### src/rtl/fdi_pkg.sv
package fdi_pkg;
  localparam int unsigned DEF_SMP_W  = 7;
  localparam int unsigned DEF_INT_W  = 2;
  localparam int unsigned DEF_FRAC_W = 5;
  localparam int unsigned N_RAIL     = 2;
  localparam int unsigned RAIL_I     = 0;
  localparam int unsigned RAIL_Q     = 1;

  typedef enum logic {
    PH_ONTIME = 1'b0,
    PH_EL     = 1'b1
  } half_e;
endpackage

### src/rtl/fdi_ctrl.sv
module fdi_ctrl
  import fdi_pkg::*;
#(
  parameter int unsigned INT_W  = DEF_INT_W,
  parameter int unsigned FRAC_W = DEF_FRAC_W
) (
  input  logic              clk_i,
  input  logic              rst_ni,
  input  logic              smp_vld_i,
  input  logic              sym_start_i,
  input  logic [INT_W-1:0]  int_del_i,
  input  logic [FRAC_W-1:0] frac_del_i,
  output logic              calc_o,
  output half_e             phase_o,
  output logic [INT_W-1:0]  int_act_o,
  output logic [FRAC_W-1:0] frac_act_o
);
  logic              held_q;
  logic              calc_q;
  half_e             ph_q;
  logic [INT_W-1:0]  int_q;
  logic [FRAC_W-1:0] frac_q;
  logic              sym_acc;

  assign sym_acc = smp_vld_i & sym_start_i;

  always_ff @(posedge clk_i or negedge rst_ni) begin
    if (!rst_ni) begin
      held_q <= 1'b0;
      calc_q <= 1'b0;
      ph_q   <= PH_ONTIME;
      int_q  <= '0;
      frac_q <= '0;
    end else begin
      calc_q <= smp_vld_i & ~sym_start_i & held_q;
      if (smp_vld_i) held_q <= sym_start_i ? 1'b1 : ~held_q;
      // symbol start wins over the toggle of a pair finishing this cycle
      if (sym_acc) begin
        int_q  <= int_del_i;
        frac_q <= frac_del_i;
        ph_q   <= PH_ONTIME;
      end else if (calc_q) begin
        ph_q <= (ph_q == PH_ONTIME) ? PH_EL : PH_ONTIME;
      end
    end
  end

  assign calc_o     = calc_q;
  assign phase_o    = ph_q;
  assign int_act_o  = int_q;
  assign frac_act_o = frac_q;
endmodule

### src/rtl/fdi_tap_line.sv
module fdi_tap_line
  import fdi_pkg::*;
#(
  parameter int unsigned SMP_W = DEF_SMP_W,
  parameter int unsigned INT_W = DEF_INT_W
) (
  input  logic                    clk_i,
  input  logic                    rst_ni,
  input  logic                    shift_i,
  input  logic signed [SMP_W-1:0] din_i,
  input  logic [INT_W-1:0]        sel_i,
  output logic signed [SMP_W-1:0] tap_a_o,
  output logic signed [SMP_W-1:0] tap_b_o
);
  localparam int unsigned BASE  = 1 << INT_W;
  localparam int unsigned DEPTH = BASE + 1;

  logic signed [SMP_W-1:0] line_q [DEPTH];

  for (genvar k = 0; k < DEPTH; k++) begin : g_stage
    always_ff @(posedge clk_i or negedge rst_ni) begin
      if (!rst_ni) begin
        line_q[k] <= '0;
      end else if (shift_i) begin
        if (k == 0) line_q[k] <= din_i;
        else        line_q[k] <= line_q[k-1];
      end
    end
  end

  // index 0 is the newest sample; larger offsets move both taps toward it
  always_comb begin
    tap_a_o = line_q[BASE - int'(sel_i)];
    tap_b_o = line_q[BASE - 1 - int'(sel_i)];
  end
endmodule

### src/rtl/fdi_blend.sv
module fdi_blend
  import fdi_pkg::*;
#(
  parameter int unsigned SMP_W  = DEF_SMP_W,
  parameter int unsigned FRAC_W = DEF_FRAC_W
) (
  input  logic signed [SMP_W-1:0] tap_a_i,
  input  logic signed [SMP_W-1:0] tap_b_i,
  input  logic [FRAC_W-1:0]       frac_i,
  output logic signed [SMP_W-1:0] y_o
);
  localparam int unsigned DW   = SMP_W + 1;
  localparam int unsigned PW   = DW + FRAC_W + 1;
  localparam int unsigned SW   = PW + 1;
  localparam int          HALF = 1 << (FRAC_W - 1);
  localparam logic signed [SW-1:0] MAX_V = SW'((1 <<< (SMP_W - 1)) - 1);
  localparam logic signed [SW-1:0] MIN_V = -MAX_V - SW'(1);

  logic signed [DW-1:0] diff;
  logic signed [PW-1:0] prod;
  logic signed [PW-1:0] rnd;
  logic signed [PW-1:0] step;
  logic signed [SW-1:0] sum;

  always_comb begin
    diff = {tap_b_i[SMP_W-1], tap_b_i} - {tap_a_i[SMP_W-1], tap_a_i};
    prod = PW'(diff) * $signed(PW'({1'b0, frac_i}));
    rnd  = prod + PW'(HALF);
    step = rnd >>> FRAC_W;
    sum  = SW'(step) + SW'(tap_a_i);
    if (sum > MAX_V)      y_o = MAX_V[SMP_W-1:0];
    else if (sum < MIN_V) y_o = MIN_V[SMP_W-1:0];
    else                  y_o = sum[SMP_W-1:0];
  end
endmodule

### src/rtl/frac_delay_interp.sv
module frac_delay_interp
  import fdi_pkg::*;
#(
  parameter int unsigned SMP_W  = DEF_SMP_W,
  parameter int unsigned INT_W  = DEF_INT_W,
  parameter int unsigned FRAC_W = DEF_FRAC_W
) (
  input  logic              clk_i,
  input  logic              rst_ni,
  input  logic              smp_vld_i,
  input  logic [SMP_W-1:0]  smp_i_i,
  input  logic [SMP_W-1:0]  smp_q_i,
  input  logic              sym_start_i,
  input  logic [INT_W-1:0]  int_del_i,
  input  logic [FRAC_W-1:0] frac_del_i,
  output logic              out_vld_o,
  output logic [SMP_W-1:0]  out_i_o,
  output logic [SMP_W-1:0]  out_q_o,
  output logic              out_el_o
);
  logic              calc;
  half_e             phase;
  logic [INT_W-1:0]  int_act;
  logic [FRAC_W-1:0] frac_act;

  logic signed [SMP_W-1:0] din   [N_RAIL];
  logic signed [SMP_W-1:0] tap_a [N_RAIL];
  logic signed [SMP_W-1:0] tap_b [N_RAIL];
  logic signed [SMP_W-1:0] y     [N_RAIL];
  logic signed [SMP_W-1:0] out_q [N_RAIL];
  logic                    vld_q;
  half_e                   el_q;

  assign din[RAIL_I] = smp_i_i;
  assign din[RAIL_Q] = smp_q_i;

  fdi_ctrl #(.INT_W(INT_W), .FRAC_W(FRAC_W)) u_ctrl (
    .clk_i      (clk_i),
    .rst_ni     (rst_ni),
    .smp_vld_i  (smp_vld_i),
    .sym_start_i(sym_start_i),
    .int_del_i  (int_del_i),
    .frac_del_i (frac_del_i),
    .calc_o     (calc),
    .phase_o    (phase),
    .int_act_o  (int_act),
    .frac_act_o (frac_act)
  );

  for (genvar r = 0; r < N_RAIL; r++) begin : g_rail
    fdi_tap_line #(.SMP_W(SMP_W), .INT_W(INT_W)) u_line (
      .clk_i  (clk_i),
      .rst_ni (rst_ni),
      .shift_i(smp_vld_i),
      .din_i  (din[r]),
      .sel_i  (int_act),
      .tap_a_o(tap_a[r]),
      .tap_b_o(tap_b[r])
    );

    fdi_blend #(.SMP_W(SMP_W), .FRAC_W(FRAC_W)) u_blend (
      .tap_a_i(tap_a[r]),
      .tap_b_i(tap_b[r]),
      .frac_i (frac_act),
      .y_o    (y[r])
    );

    always_ff @(posedge clk_i or negedge rst_ni) begin
      if (!rst_ni)   out_q[r] <= '0;
      else if (calc) out_q[r] <= y[r];
    end
  end

  always_ff @(posedge clk_i or negedge rst_ni) begin
    if (!rst_ni) begin
      vld_q <= 1'b0;
      el_q  <= PH_ONTIME;
    end else begin
      vld_q <= calc;
      if (calc) el_q <= phase;
    end
  end

  assign out_vld_o = vld_q;
  assign out_i_o   = out_q[RAIL_I];
  assign out_q_o   = out_q[RAIL_Q];
  assign out_el_o  = el_q;
endmodule

### config.mk
export PLATFORM = sky130hd
export DESIGN_NAME = frac_delay_interp
export DESIGN_NICKNAME = d
export VERILOG_FILES = /design/src/rtl/fdi_pkg.sv /design/src/rtl/fdi_ctrl.sv /design/src/rtl/fdi_tap_line.sv /design/src/rtl/fdi_blend.sv /design/src/rtl/frac_delay_interp.sv
export SDC_FILE = /design/constraint.sdc
export NUM_CORES = 1
export LEC_CHECK = 0
export ABC_AREA = 1
export BUFFER_PORTS_ARGS = -buffer_cell sky130_fd_sc_hd__buf_2
export CAP_MARGIN = 10
export CORE_MARGIN = 2
export CORE_UTILIZATION = 50
export CTS_CLUSTER_DIAMETER = 100
export DETAILED_ROUTE_END_ITERATION = 6
export GPL_TIMING_DRIVEN = 0
export PLACE_DENSITY = 0.72
export SETUP_SLACK_MARGIN = 0.1
export SLEW_MARGIN = 20
export SYNTH_ARGS = -nofsm -noshare
export SYNTH_HDL_FRONTEND = slang
export SYNTH_HIERARCHICAL = 1
export SYNTH_SLANG_ARGS = --single-unit
### constraint.sdc
create_clock -name clk_i -period 16.18 [get_ports clk_i]
set_input_delay 0.809 -clock clk_i [delete_from_list [all_inputs] [get_ports clk_i]]
set_output_delay 0.809 -clock clk_i [all_outputs]
set_load 0.03 [all_outputs]
==> results.md, run 1 <==
* TritonCTS clock tree: done
* Time the final worst path needs with I/O delays and setup at 8.038 ns
* Die extent in y at 142.5 microns
* Clock-pin slew reported for the worst setup and hold paths after clock tree synthesis at 0.08 ns
* I/O pins at 41
* CP peak stage delay at 0.54 ns
* Fraction of final layout cells sized beyond drive strength 1 at 0.1253
* H-tree depth reported by CTS at 3
* Unrepaired setup endpoints after global routing: false
* Transition time at the pin with the least slew margin at 0.5367 ns
* Mean area per synthesized cell at 7.461 sq um
* Number of synthesized flops with an enable pin at 0
* Kind of critical path: register to register
* Share of flip-flops with an asynchronous set or reset at 1.000
* Placement Setup Slack at 8.201 ns
* Post-CTS setup-driven buffer insertion count at 0
* Number of register bits inferred by synthesis at 96
* Class of the tightest hold or removal check: input pin to async pin
* Initial Util at 0.5109
* Via count at 8168
* Post-Synth Simple-Gate Area at 0.2573
* Primary FF master, synth: dfrtp_1
* Critical-path cell with the highest stage delay: fa_1
* Number of synthesis warnings at 6
* Root buf cell: clkbuf_16
* Delay-heaviest family, CP: adder cells
* Area Overhead vs Synth at 8.665%
* Maximum number of pins on one net before global-route repair at 68
* Diode count at 0
* Headroom to the max-slew limit at 0.6410
* Placer congestion estimate at 0.8865
* Cell seen most often among critical-path stages: nand2_1
* Final setup violation count at 0
* First-iteration detailed-routing DRC count at 580
* Synthesized area at 9588 sq um
* Post-Route Skew at 0.009273 ns
* Worst-skew pair later-pin latency at 0.35 ns
* Area of the core at 18770 sq um
* Setup ws final at 8.142 ns
* Startpoint types: register
* GRT Resource Usage Total at 0.2313
* Horiz. Die Dim at 142.5 microns
* Largest family of logic cells by synthesized area: simple AND/OR/NAND/NOR gates
* Number of clock sinks seen by CTS at 96
* Rows at 50
* Area fraction in compound gates after synthesis at 0.08639
* Count of final max-slew check failures at 0
* Clock Path Buffers at 2
* Arrival time worst endpoint at 8.28 ns
* Count of buffering cells on the critical path with inverters included at 10
* Initial antenna violation count at 0
* CTS-repair resized insts at 0
* Total half-perimeter wirelength after legalization and detailed placement at 17370 microns
* Worst Path Max Fanout at 10
* Via count of the first global-routing pass at 7905
* Final nets at 1509
* Fill cell total of the finished layout at 1785
* Fmax achieved at 124.4 MHz
* Setup Total Neg Slack at 0 ns
* Total routed wirelength at 21790 microns
* Critical path endpoint category: register
* Number of unique standard cell types used by synthesis at 42
* Max-cap check violation count at 0
* XOR/XNOR Fraction of Synth Area at 0.03837
* Portion of the post-synthesis area used by sequential elements at 0.2506
* Number of antenna-violating nets in the routed design at 0
* First-pass DRT Iterations at 5
* Total DRC errors in the routed layout at 0
* Synth Area in Adders at 0.2323
* Final hold violation count at 0
* Die footprint at 20300 sq um
* Final period util at 0.4968
* Vias/cell at 5.186
* Routed length per placed instance at 13.83 microns
* PortBufs at 39
* Post-cts hold buffer count at 0
* Wire length of the first global-routing pass at 38240 microns
* Number of cells produced by synthesis at 1285
* Clock buffer count from CTS at 9
* Run status: finished clean
* Multiplexer area fraction after synthesis at 0.02819
* Syn nets at 1458
* Overflow left after global routing at 0
* Worst EP required at 16.43 ns
## worst register-to-register path: cells and delay by family (launching register included)
family	cells	cell delay, ns
AO/OA/AOI/OAI	3	0.58
XOR/XNOR	2	0.64
adder cells (fa/ha/maj)	9	3.60
buffers and inverters	10	1.00
flip-flops	1	0.50
AND/OR/NAND/NOR	17	1.61
## metrics by stage
stage / cell area (sq um) / hold slack (ns) / utilization / cells
global placement: 10080 / 0.4247 / 0.5369 / 1558
CTS: 10420 / 0.3252 / 0.5551 / 1575
global route: 10420 / 0.3387 / 0.5551 / 1575
floorplan: 9588 / 0.4137 / - / 1285
detailed placement: 10110 / 0.4405 / 0.5387 / 1559
finish: 10420 / 0.3168 / 0.5551 / 1575
## logic make-up (layout without fill, tap and decap cells)
logic type	Yosys count	count (layout)
and+or+nand+nor	581	581
buffers and inverters	236	292
AOI/OAI and AO/OA	158	158
adders and majority gates	148	148
DFF	96	96
xor gates and xnor gates	42	42
muxes	24	24
## layout by cell type, fill, tap and decap left out, types with 3 or more instances in the layout
cell,synthesis,layout
nand2_1,361,361
inv_1,186,186
ha_1,98,98
dfrtp_1,96,96
nor2_1,89,89
a21oi_1,77,77
nand3_1,76,76
buf_2,14,52
fa_1,50,50
o21ai_0,42,42
o21ai_1,27,27
mux2_2,24,24
nand2_2,23,23
xor2_1,23,23
xnor2_1,19,19
inv_2,14,14
buf_6,11,12
clkbuf_16,0,9
nand4_1,7,7
nor2_2,6,6
o21ai_2,5,5
nand3_2,4,4
or2_1,4,4
clkbuf_1,4,4
inv_6,1,3
nand2_4,3,3
## cell type report
cell class | instances | area, sq um | area share
Timing Repair Buffer | 40 | 229.0 | 0.02198
Clock buffer | 9 | 225.2 | 0.02162
Inverter | 203 | 767.0 | 0.07362
Clock inverter | 7 | 83.83 | 0.008046
Multi-Input combinational cell | 953 | 6161 | 0.5913
Buffer | 33 | 257.7 | 0.02474
Sequential cell | 96 | 2402 | 0.2306
Tap cell | 234 | 292.8 | 0.02810
## flip-flops by register name, summed over array words and instances, names as in the netlist, 2 cells and up
| signal | cells |
|---|---|
| u_ctrl/frac_act_o | 5 |
| out_i_o | 7 |
| g_rail.u_line/line_q | 70 |
| out_q_o | 7 |
| u_ctrl/int_act_o | 2 |
## path summary, 6_finish.rpt
check	startpoint	end	slack [ns]	depth (start not counted)
setup / recovery	u_ctrl/int_act_o[0]	out_q_o[0]	8.14	41
hold / removal	rst_ni	g_rail[0].u_line/line_q[30]	0.32	1
setup reg to reg	u_ctrl/int_act_o[0]	out_q_o[0]	8.14	41
hold reg to reg	u_ctrl/calc_o	out_vld_o	0.46	0
max in group asynchronous	rst_ni	g_rail[1].u_line/line_q[10]	15.22	2
min in group clk_i	u_ctrl/calc_o	out_vld_o	0.46	0
## Yosys cell counts, types with 2 or more instances
| library cell | number | area, sq um |
|---|---|---|
| nand2_1 | 361 | 1355 |
| inv_1 | 186 | 698.2 |
| ha_1 | 98 | 1226 |
| dfrtp_1 | 96 | 2402 |
| nor2_1 | 89 | 334.1 |
| a21oi_1 | 77 | 385.4 |
| nand3_1 | 76 | 380.4 |
| fa_1 | 50 | 1001 |
| o21ai_0 | 42 | 210.2 |
| o21ai_1 | 27 | 135.1 |
| mux2_2 | 24 | 270.3 |
| nand2_2 | 23 | 143.9 |
| xor2_1 | 23 | 201.4 |
| xnor2_1 | 19 | 166.4 |
| buf_2 | 14 | 70.07 |
| inv_2 | 14 | 52.55 |
| buf_6 | 11 | 123.9 |
| nand4_1 | 7 | 43.79 |
| nor2_2 | 6 | 37.54 |
| o21ai_2 | 5 | 43.79 |
| clkbuf_1 | 4 | 15.01 |
| nand3_2 | 4 | 40.04 |
| or2_1 | 4 | 25.02 |
| nand2_4 | 3 | 33.78 |
| buf_4 | 2 | 15.01 |
| clkinv_1 | 2 | 7.510 |
| nor3_1 | 2 | 10.01 |
| nor3_4 | 2 | 32.53 |
## per-layer routing
layer / routed length (microns) / up-vias / track usage
met4: 257 / 0 / 0.04846
li1: - / 4152 / -
met1: 10850 / 3790 / 0.3468
met2: 9680 / 204 / 0.3616
met3: 999 / 22 / 0.02591
met5: 0 / - / 0
Power of run 1 is not shown: default switching activity piles up to over one toggle a cycle in this logic, so the estimate is an artifact.
==> run 2, diff against run 1 <==
- PLACE_DENSITY: 0.72 -> 0.74
- clock period: 16.18 -> 7.1 ns (I/O delays scaled with it)
==> results.md, run 2 (same netlist as run 1, synthesis figures left out) <==
* Run status: complete, but fails checks
* Violations in the final reports: negative setup slack
* Most common library cell in the layout ignoring fill and taps: nand2_1
* Total DRC errors in the routed layout at 0 (unchanged)
* Overflow left after global routing at 0 (unchanged)
* First-pass DRT Iterations at 5 (unchanged)
* Critical path endpoint category: register
* Delay-heaviest family, CP: adder cells
* Placer congestion estimate at 0.9009 (+1.6%)
* Max-cap check violation count at 0 (unchanged)
* Fmax achieved at 132.5 MHz (+6.5%)
* Fraction of final layout cells sized beyond drive strength 1 at 0.3459 (+0.2207)
* Total routed wirelength at 31410 microns (+44%)
* Worst Path Max Fanout at 6 (-4)
* Wire length of the first global-routing pass at 43750 microns (+14%)
* Reg with most FFs: g_rail.u_line/line_q
* Setup Total Neg Slack at -4.612 ns (-4.612 ns)
* Total half-perimeter wirelength after legalization and detailed placement at 17210 microns (-0.91%)
* Via count at 9807 (+20%)
* Global-route layer with the greatest usage: met2
* Clock-pin slew reported for the worst setup and hold paths after clock tree synthesis at 0.09 ns (about the same)
* I/O pins at 41 (unchanged)
* Maximum number of pins on one net before global-route repair at 81 (+19%)
* Final hold violation count at 0 (unchanged)
* Clock buffer count from CTS at 9 (unchanged)
* Count of buffering cells on the critical path with inverters included at 9 (-1)
* Worst-skew pair later-pin latency at 0.36 ns (about the same)
* Arrival time worst endpoint at 7.80 ns (-0.48 ns)
* Count of final max-slew check failures at 0 (unchanged)
* Area Overhead vs Synth at 32.27%
* Final nets at 1622 (+7.5%)
* Sequential Area at 2404 sq um (about the same)
* Initial antenna violation count at 0 (unchanged)
* Most frequent cells in the layout: 299 x nand2_1, 165 x inv_1, 100 x buf_4
* Met1 Usage GRT at 0.3514 (+0.004551)
* Final period util at 1.063 (+0.5659)
* Worst reg-to-reg setup slack at -0.44 ns (-8.59 ns)
* Final setup violation count at 14 (+14)
* Kind of critical path: register to register
* GRT Resource Usage Total at 0.2684 (+0.03713)
* Die extent in y at 142.5 microns (unchanged)
* Via count of the first global-routing pass at 9122 (+15%)
* Worst Hold Margin at 0.2149 ns (-0.1019 ns)
* Vias/cell at 5.810 (+12%)
* Number of flip-flops in the largest register at 70 (unchanged)
* CP peak stage delay at 0.60 ns (+0.06 ns)
* Setup ws final at -0.4449 ns (-8.587 ns)
* Initial Util at 0.5109 (unchanged)
* First-iteration detailed-routing DRC count at 947 (+63%)
* Critical-path cell with the highest stage delay: fa_2
* Fill cell total of the finished layout at 1338 (-25%)
* Class of the tightest hold or removal check: input pin to register
* Area of the core at 18770 sq um (unchanged)
* Die footprint at 20300 sq um (unchanged)
* Cell seen most often among critical-path stages: nand2_1
* Transition time at the pin with the least slew margin at 0.4515 ns (-0.08515 ns)
* Met3 GRT Util at 0.03499 (+0.009085)
* Met2 capacity usage during global routing at 0.4418 (+0.08021)
* Number of clock sinks seen by CTS at 96 (unchanged)
* Headroom to the max-slew limit at 0.6990 (+0.05798)
* Post-Route Skew at 0.01617 ns (+0.006892 ns)
* Clock Path Buffers at 2 (unchanged)
* H-tree depth reported by CTS at 3 (unchanged)
* Routed length per placed instance at 18.61 microns (+35%)
* Diode count at 0 (unchanged)
* TritonCTS clock tree: done
* Startpoint types: register
* Worst EP required at 7.36 ns (-9.07 ns)
* Rows at 50 (unchanged)
* Unrepaired setup endpoints after global routing: true
* Root buf cell: clkbuf_16
* Area of combinational cells with multiple inputs at 7458 sq um (+21%)
* Horiz. Die Dim at 142.5 microns (unchanged)
* Time the final worst path needs with I/O delays and setup at 7.545 ns (-0.4927 ns)
* Number of antenna-violating nets in the routed design at 0 (unchanged)
* PortBufs at 39 (unchanged)
==> run 2: cell count changes in the layout (fill, tap and decap cells not counted), moves of 24 or more <==
| cell | change |
|---|---|
| buf_4 | +98 |
| ha_1 | -46 |
| ha_4 | +42 |
| nand2_1 | -62 |
| nand2_2 | +53 |
| nand3_1 | -25 |
| nand3_2 | +24 |
==> run 2: path summary, 6_finish.rpt <==
path | start | to | depth (start not counted)
worst min register to register | u_ctrl/calc_o | out_vld_o | 0
worst max-delay path | u_ctrl/int_act_o[0] | out_i_o[4] | 45
min in group asynchronous | rst_ni | out_i_o[2] | 2
max in group asynchronous | rst_ni | u_ctrl/held_q | 3
worst min-delay path | smp_i_i[5] | g_rail[0].u_line/line_q[33] | 3
worst max register to register | u_ctrl/int_act_o[0] | out_i_o[4] | 45
==> run 2: stage by stage <==
stage                     area (sq um)    util  setup WS, ns  std cells
final                            12680  0.6757       -0.4449       1688
after floorplan                   9593       -        0.1014       1285
after CTS                        11770  0.6271       0.09996       1661
after detailed placement         10110  0.5389       -0.7264       1559
after global placement           10080  0.5371       -0.6972       1558
after global routing             12680  0.6757       -0.6166       1688
==> run 2: cell type report <==
class	instances	share of cell area
tap	234	0.02309
timing repair buffer	153	0.09027
inverter	203	0.06196
sequential	96	0.1895
clock buffer	10	0.01884
clock inverter	6	0.006215
buffer	33	0.02200
multi-input combinational	953	0.5881
==> run 2: routing by layer <==
metal / up-vias / part of all wire
met2: 615 / 0.47
met4: 0 / 0.074
met3: 211 / 0.077
met5: - / 0
li1: 4364 / -
met1: 4617 / 0.38
==> run 2: timing repair <==
action,CTS,global route
pin swaps,87,145
hold buffers,1,0
endpoints found under the hold margin,16,0
setup endpoints to repair,14,14
resized for setup,131,159
buffers inserted,85,28
==> run 2: worst reg2reg max path, delay by kind of cell (launching register included) <==
| kind | cells | cell delay (ns) |
|---|---|---|
| DFF | 1 | 0.39 |
| buffers and inverters | 9 | 0.87 |
| adders and majority gates | 9 | 3.10 |
| and+or+nand+nor | 21 | 1.91 |
| AOI/OAI and AO/OA | 6 | 1.21 |
Power of run 2 is left out for the same reason.
==> run 3, diff against run 2 <==
- PLACE_DENSITY: 0.74 -> 0.72
- clock period: 7.1 -> 9.6 ns (I/O delays scaled with it)
==> results.md, run 3 (same netlist as run 1, synthesis figures left out) <==
* Post-Route Skew at 0.008834 ns (-0.007332 ns)
* Kind of critical path: register to register
* Placer congestion estimate at 0.8865 (-1.6%)
* Final nets at 1510 (-6.9%)
* Run status: finished clean
* Diode count at 0 (unchanged)
* Critical Path Source: u_ctrl/int_act_o[0]
* Count of final max-slew check failures at 0 (unchanged)
* Routed length per placed instance at 13.82 microns (-26%)
* Critical-path cell with the highest stage delay: fa_1
* Worst Path Max Fanout at 10 (+4)
* Initial Util at 0.5109 (unchanged)
* Die extent in y at 142.5 microns (unchanged)
* Maximum number of pins on one net before global-route repair at 68 (-16%)
* Max-cap check violation count at 0 (unchanged)
* Most common library cell in the layout ignoring fill and taps: nand2_1
* Worst reg-to-reg setup slack at 1.56 ns (+2.00 ns)
* Worst-skew pair later-pin latency at 0.35 ns (about the same)
* Rows at 50 (unchanged)
* Area of the core at 18770 sq um (unchanged)
* Fmax achieved at 124.3 MHz (-6.2%)
* Clock-pin slew reported for the worst setup and hold paths after clock tree synthesis at 0.08 ns (about the same)
* Number of logic stages on the critical path including buffering at 41 (-8.9%)
* First-iteration detailed-routing DRC count at 476 (-50%)
* Count of buffering cells on the critical path with inverters included at 10 (+1)
* Area Overhead vs Synth at 8.770%
* Number of antenna-violating nets in the routed design at 0 (unchanged)
* Wire length of the first global-routing pass at 38250 microns (-13%)
* Critical path endpoint category: register
* Startpoint types: register
* Clock buffer count from CTS at 9 (unchanged)
* PortBufs at 39 (unchanged)
* Setup Total Neg Slack at 0 ns (+4.612 ns)
* Horiz. Die Dim at 142.5 microns (unchanged)
* CP peak stage delay at 0.54 ns (-0.06 ns)
* Worst EP required at 9.85 ns (+2.49 ns)
* Delay-heaviest family, CP: adder cells
* Total routed wirelength at 21790 microns (-31%)
* Via count at 8161 (-17%)
* Headroom to the max-slew limit at 0.6411 (-0.05790)
* Unrepaired setup endpoints after global routing: false
* Final non-filler cell area at 10430 sq um (-18%)
* Capture instance of the worst register-to-register path: out_q_o[0]
* Fraction of final layout cells sized beyond drive strength 1 at 0.1252 (-0.2208)
* GRT Resource Usage Total at 0.2314 (-0.03706)
* Arrival time worst endpoint at 8.29 ns (+0.49 ns)
* Number of clock sinks seen by CTS at 96 (unchanged)
* Total DRC errors in the routed layout at 0 (unchanged)
* Fill cell total of the finished layout at 1784 (+33%)
* Cell seen most often among critical-path stages: nand2_1
* Root buf cell: clkbuf_16
* TritonCTS clock tree: done
* Reg with most FFs: g_rail.u_line/line_q
* Number of flip-flops in the largest register at 70 (unchanged)
* Placed Instance Area at 10110 sq um (about the same)
* Via count of the first global-routing pass at 7911 (-13%)
* First-pass DRT Iterations at 5 (unchanged)
* Capture point of the critical path: out_q_o[0]
* Final period util at 0.8380 (-0.2247)
* Path depth of the worst reg2reg path at 41 (-8.9%)
* Most frequent cells in the layout: 361 x nand2_1, 186 x inv_1, 98 x ha_1
* Class of the tightest hold or removal check: input pin to register
* Post-CTS setup-driven buffer insertion count at 0 (-100%)
* Clock Path Buffers at 2 (unchanged)
* Time the final worst path needs with I/O delays and setup at 8.045 ns (+0.4999 ns)
* CTS-repair resized insts at 0 (-100%)
* Total half-perimeter wirelength after legalization and detailed placement at 17370 microns (+0.91%)
* Final setup violation count at 0 (-14)
* H-tree depth reported by CTS at 3 (unchanged)
* Vias/cell at 5.178 (-11%)
* Overflow left after global routing at 0 (unchanged)
* Worst R2R Start: u_ctrl/int_act_o[0]
* Initial antenna violation count at 0 (unchanged)
* Final hold violation count at 0 (unchanged)
* I/O pins at 41 (unchanged)
* Die footprint at 20300 sq um (unchanged)
* Transition time at the pin with the least slew margin at 0.5366 ns (+0.08503 ns)
-- run 3: changes by cell type in the layout (fill, tap and decap cells not counted), sizes merged --
cell      previous run  this run
buf                180        68
clkbuf              15        14
clkinv               2         4
clkinvlp             1         0
-- run 3: per-layer routing --
metal | track usage | wire, microns | vias up
met4 | 0.04846 | 246 | 0
li1 | - | - | 4150
met1 | 0.3468 | 10990 | 3795
met3 | 0.02591 | 837 | 20
met5 | 0 | 0 | -
met2 | 0.3618 | 9711 | 196
-- run 3: stage by stage --
stage | setup WS, ns | hold WS, ns | util | std cells
after floorplan | 2.545 | 0.1844 | - | 1285
after global placement | 1.692 | 0.4247 | 0.5369 | 1558
after detailed placement | 1.621 | 0.3796 | 0.5387 | 1559
after CTS | 1.555 | 0.3370 | 0.5557 | 1576
after global routing | 0.9763 | 0.3488 | 0.5557 | 1576
final | 1.555 | 0.3365 | 0.5557 | 1576
-- run 3: worst min path at each step --
stage | slack, ns | start | cells past startpoint | endpoint
final | 0.34 | smp_q_i[5] | 3 | g_rail[1].u_line/line_q[33]
after global routing | 0.35 | smp_q_i[5] | 3 | g_rail[1].u_line/line_q[33]
after CTS | 0.34 | smp_q_i[5] | 3 | g_rail[1].u_line/line_q[33]
after detailed placement | 0.38 | rst_ni | 1 | g_rail[0].u_line/line_q[30]
after global placement | 0.42 | u_ctrl/calc_o | 0 | out_vld_o
after floorplan | 0.18 | rst_ni | 0 | g_rail[0].u_line/line_q[0]
-- run 3: cell type report --
class                      instances  area, sq um  share of cell area
clock inverter                     7        83.83            0.008038
inverter                         203        767.0             0.07354
multi-input combinational        953         6161              0.5908
sequential                        96         2402              0.2304
tap                              234        292.8             0.02807
buffer                            33        257.7             0.02471
timing repair buffer              41        239.0             0.02292
clock buffer                       9        225.2             0.02160
-- run 3: what timing repair did --
| item | 4_1_cts | 5_1_grt |
|---|---|---|
| endpoints found under the hold margin | 14 | 0 |
| setup endpoints to repair | 0 | 0 |
| hold buffers | 1 | 0 |
-- run 3: worst register-to-register path, delay by kind of cell, from the launching register on --
family                     cells  cell delay (ns)
and+or+nand+nor               17             1.62
buffers and inverters         10             1.00
AOI/OAI and AO/OA              3             0.57
DFF                            1             0.50
xor gates and xnor gates       2             0.64
adders and majority gates      9             3.62
Power of run 3 is left out for the same reason.
